===== src/rtl/spi_rr_pkg.sv =====
package spi_rr_pkg;

  typedef enum logic [2:0] {
    ST_IDLE,
    ST_DEV,
    ST_REG,
    ST_READ,
    ST_PARK
  } frame_st_t;

  // history is {oldest, middle, newest}
  function automatic logic hist_rise(input logic [2:0] h);
    return (h == 3'b011);
  endfunction

  function automatic logic hist_fall(input logic [2:0] h);
    return (h == 3'b100);
  endfunction

  function automatic logic hist_bounce(input logic [2:0] h);
    return (h == 3'b101) || (h == 3'b010);
  endfunction

endpackage


===== src/rtl/spi_clk_filter.sv =====
module spi_clk_filter #(
  parameter int SYNC = 2
) (
  input  logic clk,
  input  logic rst_n,
  input  logic sclk_pin,
  output logic rise_o,
  output logic fall_o
);
  import spi_rr_pkg::*;

  logic [SYNC-1:0] sync_q;
  logic [2:0]      hist_q;
  logic            lvl_q;

  always_ff @(posedge clk or negedge rst_n) begin
    if (!rst_n) begin
      sync_q <= '0;
      hist_q <= '0;
      lvl_q  <= 1'b0;
    end else begin
      sync_q <= {sync_q[SYNC-2:0], sclk_pin};
      hist_q <= {hist_q[1:0], sync_q[SYNC-1]};
      if (rise_o)      lvl_q <= 1'b1;
      else if (fall_o) lvl_q <= 1'b0;
    end
  end

  assign rise_o = hist_rise(hist_q) && !lvl_q;
  assign fall_o = hist_fall(hist_q) &&  lvl_q;

  // accepted edges are separated by at least two cycles
  a_r1_edge_spacing: assert property (@(posedge clk) disable iff (!rst_n)
    (rise_o || fall_o) |=> !(rise_o || fall_o));

  // never both edges together
  a_r2_single_edge: assert property (@(posedge clk) disable iff (!rst_n)
    $onehot0({rise_o, fall_o}));

  // a bounce history flips no level on the next cycle
  a_r2_bounce_holds_level: assert property (@(posedge clk) disable iff (!rst_n)
    hist_bounce(hist_q) |=> $stable(lvl_q));

endmodule


===== src/rtl/spi_in_align.sv =====
module spi_in_align #(
  parameter int             W       = 2,
  parameter int             DEPTH   = 4,
  parameter logic [W-1:0]   RST_VAL = '0
) (
  input  logic         clk,
  input  logic         rst_n,
  input  logic [W-1:0] d_i,
  output logic [W-1:0] q_o
);
  logic [W-1:0] stage_q [DEPTH];

  always_ff @(posedge clk or negedge rst_n) begin
    if (!rst_n) begin
      for (int i = 0; i < DEPTH; i++) stage_q[i] <= RST_VAL;
    end else begin
      stage_q[0] <= d_i;
      for (int i = 1; i < DEPTH; i++) stage_q[i] <= stage_q[i-1];
    end
  end

  assign q_o = stage_q[DEPTH-1];
endmodule


===== src/rtl/spi_reg_bank.sv =====
module spi_reg_bank #(
  parameter int BW   = 8,
  parameter int NREG = 16,
  parameter int AW   = $clog2(NREG)
) (
  input  logic          clk,
  input  logic          rst_n,
  input  logic          wr_en,
  input  logic [AW-1:0] wr_addr,
  input  logic [BW-1:0] wr_data,
  input  logic [BW-1:0] rd_idx,
  output logic [BW-1:0] rd_data
);
  logic [BW-1:0] mem_q [NREG];

  always_ff @(posedge clk or negedge rst_n) begin
    if (!rst_n) begin
      for (int i = 0; i < NREG; i++) mem_q[i] <= '0;
    end else if (wr_en && (int'(wr_addr) < NREG)) begin
      mem_q[wr_addr] <= wr_data;
    end
  end

  always_comb begin
    rd_data = '0;
    if (int'(rd_idx) < NREG) rd_data = mem_q[rd_idx[AW-1:0]];
  end

  // an in-range write is visible on the next cycle
  a_r9_write_lands: assert property (@(posedge clk) disable iff (!rst_n)
    (wr_en && (int'(wr_addr) < NREG)) |=> (mem_q[$past(wr_addr)] == $past(wr_data)));

endmodule


===== src/rtl/spi_frame_ctrl.sv =====
module spi_frame_ctrl #(
  parameter int            BW       = 8,
  parameter logic [BW-1:0] DEV_ADDR = 'hA5
) (
  input  logic          clk,
  input  logic          rst_n,
  input  logic          rise_i,
  input  logic          fall_i,
  input  logic          mosi_i,
  input  logic          csn_i,
  output logic [BW-1:0] rd_idx_o,
  input  logic [BW-1:0] rd_data_i,
  output logic          miso_o
);
  import spi_rr_pkg::*;

  localparam int CW = $clog2(BW + 1);
  localparam logic [CW-1:0] LAST = CW'(BW - 1);
  localparam logic [CW-1:0] FULL = CW'(BW);

  frame_st_t     st_q;
  logic [CW-1:0] cnt_q;
  logic [BW-1:0] in_sr_q;
  logic [BW-1:0] out_sr_q;
  logic [BW-1:0] in_next;
  logic          last_bit;

  assign in_next  = {in_sr_q[BW-2:0], mosi_i};
  assign last_bit = (cnt_q == LAST);
  assign rd_idx_o = in_next;

  always_ff @(posedge clk or negedge rst_n) begin
    if (!rst_n) begin
      st_q     <= ST_IDLE;
      cnt_q    <= '0;
      in_sr_q  <= '0;
      out_sr_q <= '0;
    end else if (csn_i) begin
      st_q    <= ST_IDLE;
      cnt_q   <= '0;
      in_sr_q <= '0;
    end else begin
      unique case (st_q)
        ST_IDLE, ST_DEV: begin
          st_q <= ST_DEV;
          if (rise_i) begin
            in_sr_q <= in_next;
            if (last_bit) begin
              cnt_q <= '0;
              st_q  <= (in_next == DEV_ADDR) ? ST_REG : ST_PARK;
            end else begin
              cnt_q <= cnt_q + 1'b1;
            end
          end
        end
        ST_REG: begin
          if (rise_i) begin
            in_sr_q <= in_next;
            if (last_bit) begin
              cnt_q    <= '0;
              st_q     <= ST_READ;
              out_sr_q <= rd_data_i;
            end else begin
              cnt_q <= cnt_q + 1'b1;
            end
          end
        end
        ST_READ: begin
          if (rise_i && cnt_q < FULL) begin
            cnt_q <= cnt_q + 1'b1;
          end else if (fall_i && cnt_q != '0) begin
            if (cnt_q == FULL) st_q <= ST_PARK;
            else               out_sr_q <= {out_sr_q[BW-2:0], 1'b0};
          end
        end
        default: st_q <= ST_PARK;
      endcase
    end
  end

  always_comb begin
    miso_o = 1'b0;
    if (st_q == ST_READ) miso_o = out_sr_q[BW-1];
  end

  // counter bound
  a_r4_cnt_bound: assert property (@(posedge clk) disable iff (!rst_n)
    cnt_q <= FULL);

  // select high abandons the frame
  a_r7_abort: assert property (@(posedge clk) disable iff (!rst_n)
    csn_i |=> (st_q == ST_IDLE && cnt_q == '0));

  // first readback bit ready one cycle after last address capture
  a_r5_first_bit: assert property (@(posedge clk) disable iff (!rst_n)
    (!csn_i && st_q == ST_REG && rise_i && last_bit)
      |=> (st_q == ST_READ && miso_o == $past(rd_data_i[BW-1])));

  // readback bits move only on a filtered falling edge
  a_r5_shift_on_fall: assert property (@(posedge clk) disable iff (!rst_n)
    (st_q == ST_READ && !fall_i && !csn_i) |=> $stable(miso_o));

endmodule


===== src/rtl/spi_regread_slave.sv =====
module spi_regread_slave #(
  parameter int            BW       = 8,
  parameter int            NREG     = 16,
  parameter int            AW       = $clog2(NREG),
  parameter int            SYNC     = 2,
  parameter logic [BW-1:0] DEV_ADDR = 'hA5
) (
  input  logic          clk,
  input  logic          rst_n,
  input  logic          sclk_i,
  input  logic          mosi_i,
  input  logic          csn_i,
  output logic          miso_o,
  input  logic          wr_en,
  input  logic [AW-1:0] wr_addr,
  input  logic [BW-1:0] wr_data
);
  // clock path reaches the middle history slot after SYNC + 2 flops
  localparam int ALIGN = SYNC + 2;

  logic          sck_rise;
  logic          sck_fall;
  logic [1:0]    pins_al;
  logic [BW-1:0] rd_idx;
  logic [BW-1:0] rd_data;

  spi_clk_filter #(.SYNC(SYNC)) u_filt (
    .clk      (clk),
    .rst_n    (rst_n),
    .sclk_pin (sclk_i),
    .rise_o   (sck_rise),
    .fall_o   (sck_fall)
  );

  spi_in_align #(.W(2), .DEPTH(ALIGN), .RST_VAL(2'b10)) u_align (
    .clk   (clk),
    .rst_n (rst_n),
    .d_i   ({csn_i, mosi_i}),
    .q_o   (pins_al)
  );

  spi_reg_bank #(.BW(BW), .NREG(NREG), .AW(AW)) u_bank (
    .clk     (clk),
    .rst_n   (rst_n),
    .wr_en   (wr_en),
    .wr_addr (wr_addr),
    .wr_data (wr_data),
    .rd_idx  (rd_idx),
    .rd_data (rd_data)
  );

  spi_frame_ctrl #(.BW(BW), .DEV_ADDR(DEV_ADDR)) u_ctrl (
    .clk       (clk),
    .rst_n     (rst_n),
    .rise_i    (sck_rise),
    .fall_i    (sck_fall),
    .mosi_i    (pins_al[0]),
    .csn_i     (pins_al[1]),
    .rd_idx_o  (rd_idx),
    .rd_data_i (rd_data),
    .miso_o    (miso_o)
  );

endmodule


===== config.mk =====
export PLATFORM = sky130hd
export DESIGN_NAME = spi_regread_slave
export DESIGN_NICKNAME = d
export VERILOG_FILES = /design/src/rtl/spi_rr_pkg.sv /design/src/rtl/spi_clk_filter.sv /design/src/rtl/spi_in_align.sv /design/src/rtl/spi_reg_bank.sv /design/src/rtl/spi_frame_ctrl.sv /design/src/rtl/spi_regread_slave.sv
export SDC_FILE = /design/constraint.sdc
export NUM_CORES = 1
export LEC_CHECK = 0
export BUFFER_PORTS_ARGS = -buffer_cell sky130_fd_sc_hd__buf_2
export CORE_ASPECT_RATIO = 0.8
export CORE_MARGIN = 5
export CORE_UTILIZATION = 30
export CTS_BUF_LIST = sky130_fd_sc_hd__clkbuf_4
export DETAILED_ROUTE_END_ITERATION = 10
export PLACE_DENSITY = 0.51
export RECOVER_POWER = 100
export SLEW_MARGIN = 40
export SYNTH_ARGS = -nofsm -noshare
export SYNTH_HDL_FRONTEND = slang
export SYNTH_SLANG_ARGS = --single-unit

===== constraint.sdc =====
create_clock -name clk -period 2.57 [get_ports clk]
set_input_delay 0.257 -clock clk [delete_from_list [all_inputs] [get_ports clk]]
set_output_delay 0.257 -clock clk [all_outputs]
set_load 0.03 [all_outputs]

# --- Word-level counts from Yosys, hierarchy flattened ---
# Index checks and enable logic that the tools add are counted.
totals:
  elab_cells: 109
  reg_bits: 164
  input_bits: 18
  latchBits: 0
  output_inout_bits: 1
  romBits: 0
  mem_count: 0
  mem_bits_rw: 0
op_classes:
  n_eq_ne: 20
  magnitude_cmp: 5
  addsub: 1
  shifts: 0
  n_mul: 0
  bitwise_logic: 3
  n_reduce_logical: 19
  muxes: 34
  n_div: 0
ops:
  columns: ["cell", "count"]
  rows:
  - ["$bwmux W128", 1]
  - ["$mux W8", 9]
  - ["$bmux W8 S4", 1]
  - ["$demux W8 S4", 1]
  - ["$mux W3", 9]
  - ["$mux W7", 3]
  - ["$mux W4", 4]
  - ["$pmux W8 S2", 1]
  - ["$ne A3 B2 Y1 const B", 5]
  - ["$ge A5 B5 Y1 const B", 2]
  - ["$not A4 Y5", 2]
  - ["$eq A3 B2 Y1 const B", 3]
  - ["$pmux W3 S3", 1]
  - ["$eq A8 B8 Y1 const B", 1]
  - ["$lt A8 B5 Y1 const B", 1]
  - ["$pmux W4 S2", 1]
  - ["$reduce_bool A2 Y1", 4]
  - ["$reduce_and A7 Y1", 1]
  - ["$ne A2 B1 Y1 const B", 3]
  - ["$logic_and A1 B1 Y1", 5]
  - ["$lt A5 B1 Y1 const B", 1]
  - ["$reduce_and A5 Y1", 1]
  - ["$add A4 B1 Y4 const B", 1]
  - ["$eq A4 B3 Y1 const B", 1]
  - ["other kinds (17)", 20]

# --- Depth between registers and ports, before layout ---
# Gate-level depths: netlist of the first run.
depth:
  word_depth: 8
  ltp_mapped: 7
  ltp_nobuf: 7

# --- Hierarchy ---
# From an unflattened synthesis of the first run, not the netlist that was laid out.
unflattened:
  cells_unflattened: 530
  area_unflattened_um2: 7587.3
by_module_without_submodules:
  columns: ["module", "instances", "area_per_inst_um2", "cells_each", "seq_area_each_um2"]
  rows:
  - ["spi_reg_bank", 1, 5936.9, 392, 3203.1]
  - ["spi_frame_ctrl", 1, 1223.7, 115, 550.5]
  - ["spi_in_align", 1, 220.2, 10, 205.2]
  - ["spi_clk_filter", 1, 206.4, 13, 150.1]

# --- Worst setup path before layout of the first run ---
# Ideal clock, no wire load.
synth_path:
  kind: "register to register"
  start: "register u_align.stage_q (netlist bit u_align.q_o[0])"
  end: "register u_ctrl.out_sr_q[1]"
  period_less_slack_ns: 1.867
  setup_slack_ns: 0.703
  required_ns: 2.446
  path_stages_with_launch: 7
  t_arrival_ns: 1.742
  setup_time_ns: 0.124
  n_path_buf: 2
  cell_sequence: "dfrtp_1 -> buf_2 -> buf_2 -> mux4_2 -> mux2_2 -> a22oi_1 -> nand2_1"
synth_via:
  elab_chain_cells: 8
  elab_cells_between_ends: 9
  classes_between: "order compare (1); mux (7); bitwise (1)"
synth_rtl:
  columns: ["element", "line_no", "rtl"]
  rows:
  - ["start: declaration", "spi_in_align.sv:11", "logic [W-1:0] stage_q [DEPTH];"]
  - ["$not A4 Y5 (not written as such)", "spi_reg_bank.sv:26", "if (int'(rd_idx) < NREG) rd_data = mem_q[rd_idx[AW-1:0]];"]
  - ["$bmux W8 S4", "spi_reg_bank.sv:26", null]
  - ["$mux W8 (not written as such) (2 in a row)", "spi_reg_bank.sv:26", null]
  - ["$mux W8 *", "spi_reg_bank.sv:26", null]
  - ["$mux W8 *", "spi_frame_ctrl.sv:59", "if (last_bit) begin"]
  - ["$mux W8 *", "spi_frame_ctrl.sv:57", "if (rise_i) begin"]
  - ["$pmux W8 S2 *", "spi_frame_ctrl.sv:43", "unique case (st_q)"]
  - ["end signal: assignment", "spi_frame_ctrl.sv:62", "out_sr_q <= rd_data_i;"]
  - ["end signal: assignment", "spi_frame_ctrl.sv:73", "else out_sr_q <= {out_sr_q[BW-2:0], 1'b0};"]
  - ["end: declaration", "spi_frame_ctrl.sv:24", "logic [BW-1:0] out_sr_q;"]
# Mark *: on every way between the ends. The rest lies on a longest branch, timed or not. The select of a mux whose other input is x is not followed.
# A chain may end at the register's enable or synchronous reset.

# --- Worst setup path in the final report of the first run ---
layout_path:
  start: "register u_ctrl.st_q[1]"
  end: "output port miso_o"
layout_via:
  elab_chain_cells: 2
layout_rtl:
  columns: ["element", "line_no", "rtl"]
  rows:
  - ["start: declaration", "spi_frame_ctrl.sv:21", "frame_st_t st_q;"]
  - ["start signal: assignment", "spi_frame_ctrl.sv:50", "st_q <= (in_next == DEV_ADDR) ? ST_REG : ST_PARK;"]
  - ["$eq A3 B2 Y1", "spi_frame_ctrl.sv:83", "if (st_q == ST_READ) miso_o = out_sr_q[BW-1];"]
  - ["$mux W1", "spi_frame_ctrl.sv:83", null]
  - ["end: declaration", "spi_regread_slave.sv:13", "output logic miso_o,"]
# Every way passes these cells.

==> reports/qor.csv, run 1 <==
metric;value;unit
Synth cell types;39;
clk slew on worst S/H paths;0.14;ns
Die W;185;microns
Rows;51;
DP HPWL;10900;microns
PwrDens;707;mW/mm^2
routed length per instance;19.2;microns
CP endpoint kind;output port;
gr ovfl total;0;
post-cts sizing count;0;
crit path kind;reg2out;
Die H;150;microns
DP Area;0.00790;sq mm
GP Congestion;0.803;
RSZ-0062 raised after global routing;false;
Synth Register Bits;164;
Starting Density;30.3;%
gr usage total;13.0;%
Startpoint Class;flip-flop;
Worst Clk Skew;0.0194;ns
worst skew pair latency;0.55;ns
layout cells sized above 1;43.7;%
largest net degree at the start of global routing;55;
fmax;470;MHz
final setup vio count;0;
CP arrival;1.87;ns
total setup buffers inserted after CTS;0;
Final nets;552;
Synth top cells by count;dfrtp_1 (160), mux2_2 (142), mux4_2 (32);
Syn-to-layout area delta;11.2;%
Post-Syn Area per Cell;14.8;sq um
Yosys top cell area share;54.6;%
CP Max Fanout;9;
CTS tree;yes;
Fillers;2346;
1st-pass router iterations;4;
Hold Fails Final Rpt;0;
final WL;16600;microns
count leader, synth;dfrtp_1;
hold crit path type;in2reg;
Ports;19;
routed vias;4319;
Post-Syn Area;0.00733;sq mm
Antenna Nets Post-Route;0;
launch point of the worst path;u_ctrl.st_q[1];
Tot Pwr;5.76;mW
asr flop ratio synth;100;%
CTS H-tree lvls;4;
Die Area;0.0277;sq mm
clk root buf;clkbuf_4;
Cells after Synth;494;
CTS max path bufs;2;
Yosys top cell by area;dfrtp_1;
drc violations;0;
I/O Buffers;18;
vias per cell;5.00;
initial antenna violation count;1;
CTS sink count;164;
max_cap viols;0;
sequential cell area fraction in the yosys report;56.1;%
core area;0.0242;sq mm
vias in the first global route;4817;
fin crit share;82.8;%
Syn Nets;514;
first-pass GRT wire length;27300;microns
Worst EP required;2.31;ns
relative slew slack;9.41;%
sum of negative setup slack;0;ns
CTS Buf Count;17;
min cycle time layout;2.13;ns
post-route cell area;0.00815;sq mm
Worst Max-Slew Pin Slew;1.36;ns
synth top area cells;dfrtp_1 (55%), mux2_2 (22%), mux4_2 (9.8%);
static leakage;3.38;nW
Synth Flop Type;dfrtp_1;
min-delay src;wr_data[3];
Peak VDD IR;267;uV
status;complete, no violations;
r2r startpoint;u_ctrl.st_q[1];
final slew viol count;0;
DRT iter0 DRCs;333;
Post-synth EDFFs;0;
warnings from Yosys;0;
metrics by stage:
step	utilization [%]	std cells	setup slack, ns	hold slack, ns
after floorplan	-	494	0.703	-0.0386
after global placement	32.7	827	0.650	0.249
after detailed placement	32.7	827	0.644	0.255
after CTS	34.0	863	0.514	0.123
after global routing	33.7	864	0.237	0.121
final	33.7	864	0.441	0.174
cells in the final DEF, fill, tap and decap left out, drive strengths merged, types with 3 or more instances in the layout:
| master | instances |
|---|---|
| a21oi | 4 |
| o21ai | 5 |
| nor3b | 3 |
| nand3b | 4 |
| buf | 21 |
| clkbuf | 37 |
| a22oi | 15 |
| clkinv | 6 |
| nand3 | 3 |
| nor2 | 29 |
| nand2 | 20 |
| dfstp | 4 |
| mux2 | 142 |
| inv | 10 |
| clkinvlp | 3 |
| dfrtp | 160 |
| mux2i | 8 |
| dlygate4sd3 | 4 |
| nand2b | 9 |
| mux4 | 32 |
power by group:
group | internal, mW | switching (mW) | leakage, nW
clock | 0.583 | 0.944 | 0.147
sequential | 3.06 | 0.240 | 2.03
combinational | 0.609 | 0.325 | 1.21
total | 4.25 | 1.51 | 3.38
worst max-delay path, stage by stage, from the launching register on:
cell and delay, ns:
dfrtp_1 0.51, nand2_1 0.10, nor2_1 0.22, and2_1 0.17, clkbuf_1 0.32
cells by family (layout without fill, tap and decap cells):
group                    Yosys count  after routing  synth area share (%)
AO/OA/AOI/OAI                     29             29                  2.80
AND/OR/NAND/NOR                   84             84                  5.96
multiplexers                     182            182                  32.8
XOR/XNOR                           1              1                 0.120
other                              0              1                     0
buffers and inverters             32             83                  1.95
flip-flops                       164            164                  56.1
adder cells (fa/ha/maj)            2              2                 0.341
worst paths after layout:
path	end	slack, ns	depth (start not counted)
min in group asynchronous	u_align.stage_q[2]	0.56	2
setup / recovery	miso_o	0.44	4
hold reg to reg	u_filt.sync_q[1]	0.36	0
max in group asynchronous	u_bank.mem_q[112]	0.62	3
setup reg to reg	u_ctrl.st_q[1]	0.59	4
hold / removal	u_bank.mem_q[67]	0.17	2
state kept, by name (all words and copies together) (netlist names):
register,count
u_filt.hist_q,3
u_ctrl.st_q,3
u_ctrl.cnt_q,4
u_ctrl.out_sr_q,8
u_align.stage_q,6
u_bank.mem_q,128
u_align.q_o,2
u_filt.sync_q,2
u_filt.lvl_q,1
u_ctrl.in_sr_q,7
timing repair:
action | in CTS | in global routing
hold endpoints to repair | 53 | 0
endpoints found under the setup margin | 0 | 0
hold buffers | 4 | 0
area by class of cell:
| class | instances | area [sq um] | share of cell area, % |
|---|---|---|---|
| inverter | 6 | 22.5 | 0.276 |
| antenna | 1 | 2.50 | 0.0307 |
| clock inverter | 15 | 154 | 1.89 |
| sequential | 164 | 4110 | 50.4 |
| clock buffer | 17 | 128 | 1.57 |
| multi-input combinational | 298 | 3080 | 37.7 |
| timing repair buffer | 45 | 259 | 3.18 |
| tap | 318 | 398 | 4.88 |
per-layer routing:
metal | wire [microns] | global-route usage, %
met5 | 0 | 0
met4 | 184 | 3.60
met3 | 580 | 3.43
met2 | 8190 | 21.2
met1 | 7640 | 17.2
No activity file was read; power rests on OpenSTA's default activity.
==> run 2, diff against run 1 <==
==> constraint.sdc (replaced) <==
create_clock -name clk -period 2.1 [get_ports clk]
set_input_delay 0.21 -clock clk [delete_from_list [all_inputs] [get_ports clk]]
set_output_delay 0.21 -clock clk [all_outputs]
set_load 0.03 [all_outputs]
==> run 2 against run 1 <==
Sequential cell count is the same; worst hold slack lost 0.094 ns; sequential share of layout area shrank 0.33 points; via count shrank 2.0%; wire length shrank 1.0%; critical path depth is the same; register-to-register slack lost 0.40 ns; core utilization grew 0.23 points; combinational power grew 25%; non-clock buffer count grew 9; cell count grew 1.0%; global-route usage shrank 0.26 points; critical path type unchanged.
==> reports/qor.csv, run 2 (synthesis results as in run 1) <==
metric;value;unit
Worst Max-Slew Pin Slew;1.20;ns
CTS tree;yes;
DRT iter0 DRCs;240;
CTS sink count;164;
Non-Filler Instances;873;
Worst Clk Skew;0.0229;ns
CP endpoint kind;output port;
most frequent cells in the layout;dfrtp_1 (158), mux2_2 (142), mux4_2 (32), nor2_1 (29), clkbuf_1 (21);
Syn-to-layout area delta;12.0;%
crit path cell chain;nand2_1 -> nor2_1 -> and2_1 -> clkbuf_2;
gr usage total;12.7;%
largest net degree at the start of global routing;64;
Most flops, register;u_bank.mem_q;
worst skew pair latency;0.55;ns
Ports;19;
CP delay by family, top;simple AND/OR/NAND/NOR gates;
hold crit path type;in2async;
static leakage;3.40;nW
crit path kind;reg2out;
Inst Count DP;836;
Largest stage delay, worst path;0.48;ns
1st-pass router iterations;4;
I/O Buffers;18;
layout cells sized above 1;43.5;%
Final nets;561;
RSZ-0062 raised after global routing;false;
WHS;0.0798;ns
CTS Buf Count;17;
PwrDens;848;mW/mm^2
routed length per instance;18.8;microns
top flop regs;u_bank.mem_q x128, u_ctrl.out_sr_q x8, u_ctrl.in_sr_q x7;
M1 WL;7820;microns
drc violations;0;
top sig layer;met4;
final slew viol count;0;
Startpoint Class;flip-flop;
core area;0.0242;sq mm
min cycle time layout;1.96;ns
DR WL met2;8040;microns
vias per cell;4.85;
GP Congestion;0.806;
status;complete, no violations;
Antenna Nets Post-Route;0;
clk slew on worst S/H paths;0.14;ns
Die H;150;microns
sum of negative setup slack;0;ns
Largest register FFs;128;
CP max stage cell;dfrtp_1;
Rows;51;
CP arrival;1.75;ns
clk root buf;clkbuf_4;
CTS H-tree lvls;4;
CTS max path bufs;2;
initial antenna violation count;1;
max_cap viols;0;
total setup buffers inserted after CTS;0;
Starting Density;30.3;%
gr ovfl total;0;
routed vias;4232;
Peak VDD IR;434;uV
worst path bufs/invs;1;
final WL;16400;microns
fmax;511;MHz
Worst EP required;1.89;ns
relative slew slack;20.1;%
Die Area;0.0277;sq mm
met3 routed WL;363;microns
Die W;185;microns
DP HPWL;10800;microns
CP Max Fanout;6;
first-pass GRT wire length;26700;microns
vias in the first global route;4637;
final setup vio count;0;
fin crit share;93.3;%
most common cell after layout, fill and taps aside;dfrtp_1;
Hold Fails Final Rpt;0;
[run 2: per-layer routing]
metal  GRT usage [%]  vias to the layer above
met2            20.4                       30
met4            3.08                        0
met1            17.7                     2268
li1                -                     1919
met3            2.75                       15
met5               0                        -
[run 2: report_power, final]
group | total, mW | switching [mW] | internal, mW
Clock | 1.76 | 1.17 | 0.595
Sequential | 4.03 | 0.286 | 3.74
Combinational | 1.17 | 0.414 | 0.753
Total | 6.96 | 1.87 | 5.09
[run 2: cell type report]
class	count	area, sq um
Timing Repair Buffer	54	335
Clock buffer	17	128
Sequential cell	164	4110
Fill cell	2364	16000
Clock inverter	15	133
Antenna cell	1	2.50
Multi-Input combinational cell	298	3080
Inverter	6	22.5
Tap cell	318	398
[run 2: per-stage QoR]
stage | setup WS, ns | power (mW) | cell area [sq um] | utilization [%]
after floorplan | 0.233 | 4.89 | 7330 | -
after global placement | 0.243 | 5.21 | 8010 | 33.1
after global routing | 0.0334 | 7.39 | 8210 | 33.9
after detailed placement | 0.196 | 5.29 | 8010 | 33.1
final | 0.142 | 6.96 | 8210 | 33.9
after CTS | 0.0528 | 7.07 | 8310 | 34.3
[run 2: path summary, 6_finish.rpt]
check	cells after the start	start	slack [ns]	end
min	2	rst_n	0.08	u_ctrl.cnt_q[1]
max in group asynchronous	3	rst_n	0.57	u_bank.mem_q[69]
min in group clk	2	wr_data[3]	0.14	u_bank.mem_q[75]
max	4	u_ctrl.st_q[0]	0.14	miso_o
min reg2reg	0	u_align.stage_q[4]	0.36	u_align.stage_q[2]
max reg2reg	4	u_ctrl.st_q[2]	0.19	u_ctrl.st_q[1]
[run 2: worst reg2reg max path, stage by stage (launching register included)]
cell and delay, ns:
dfrtp_1 0.50, or4b_1 0.52, or4_1 0.50, o221a_1 0.26, nor2_1 0.08
[run 2: repair_timing]
action	4_1_cts	5_1_grt
hold endpoints to repair	167	0
hold buffers	4	0
resized for setup	0	1
endpoints found under the setup margin	0	1
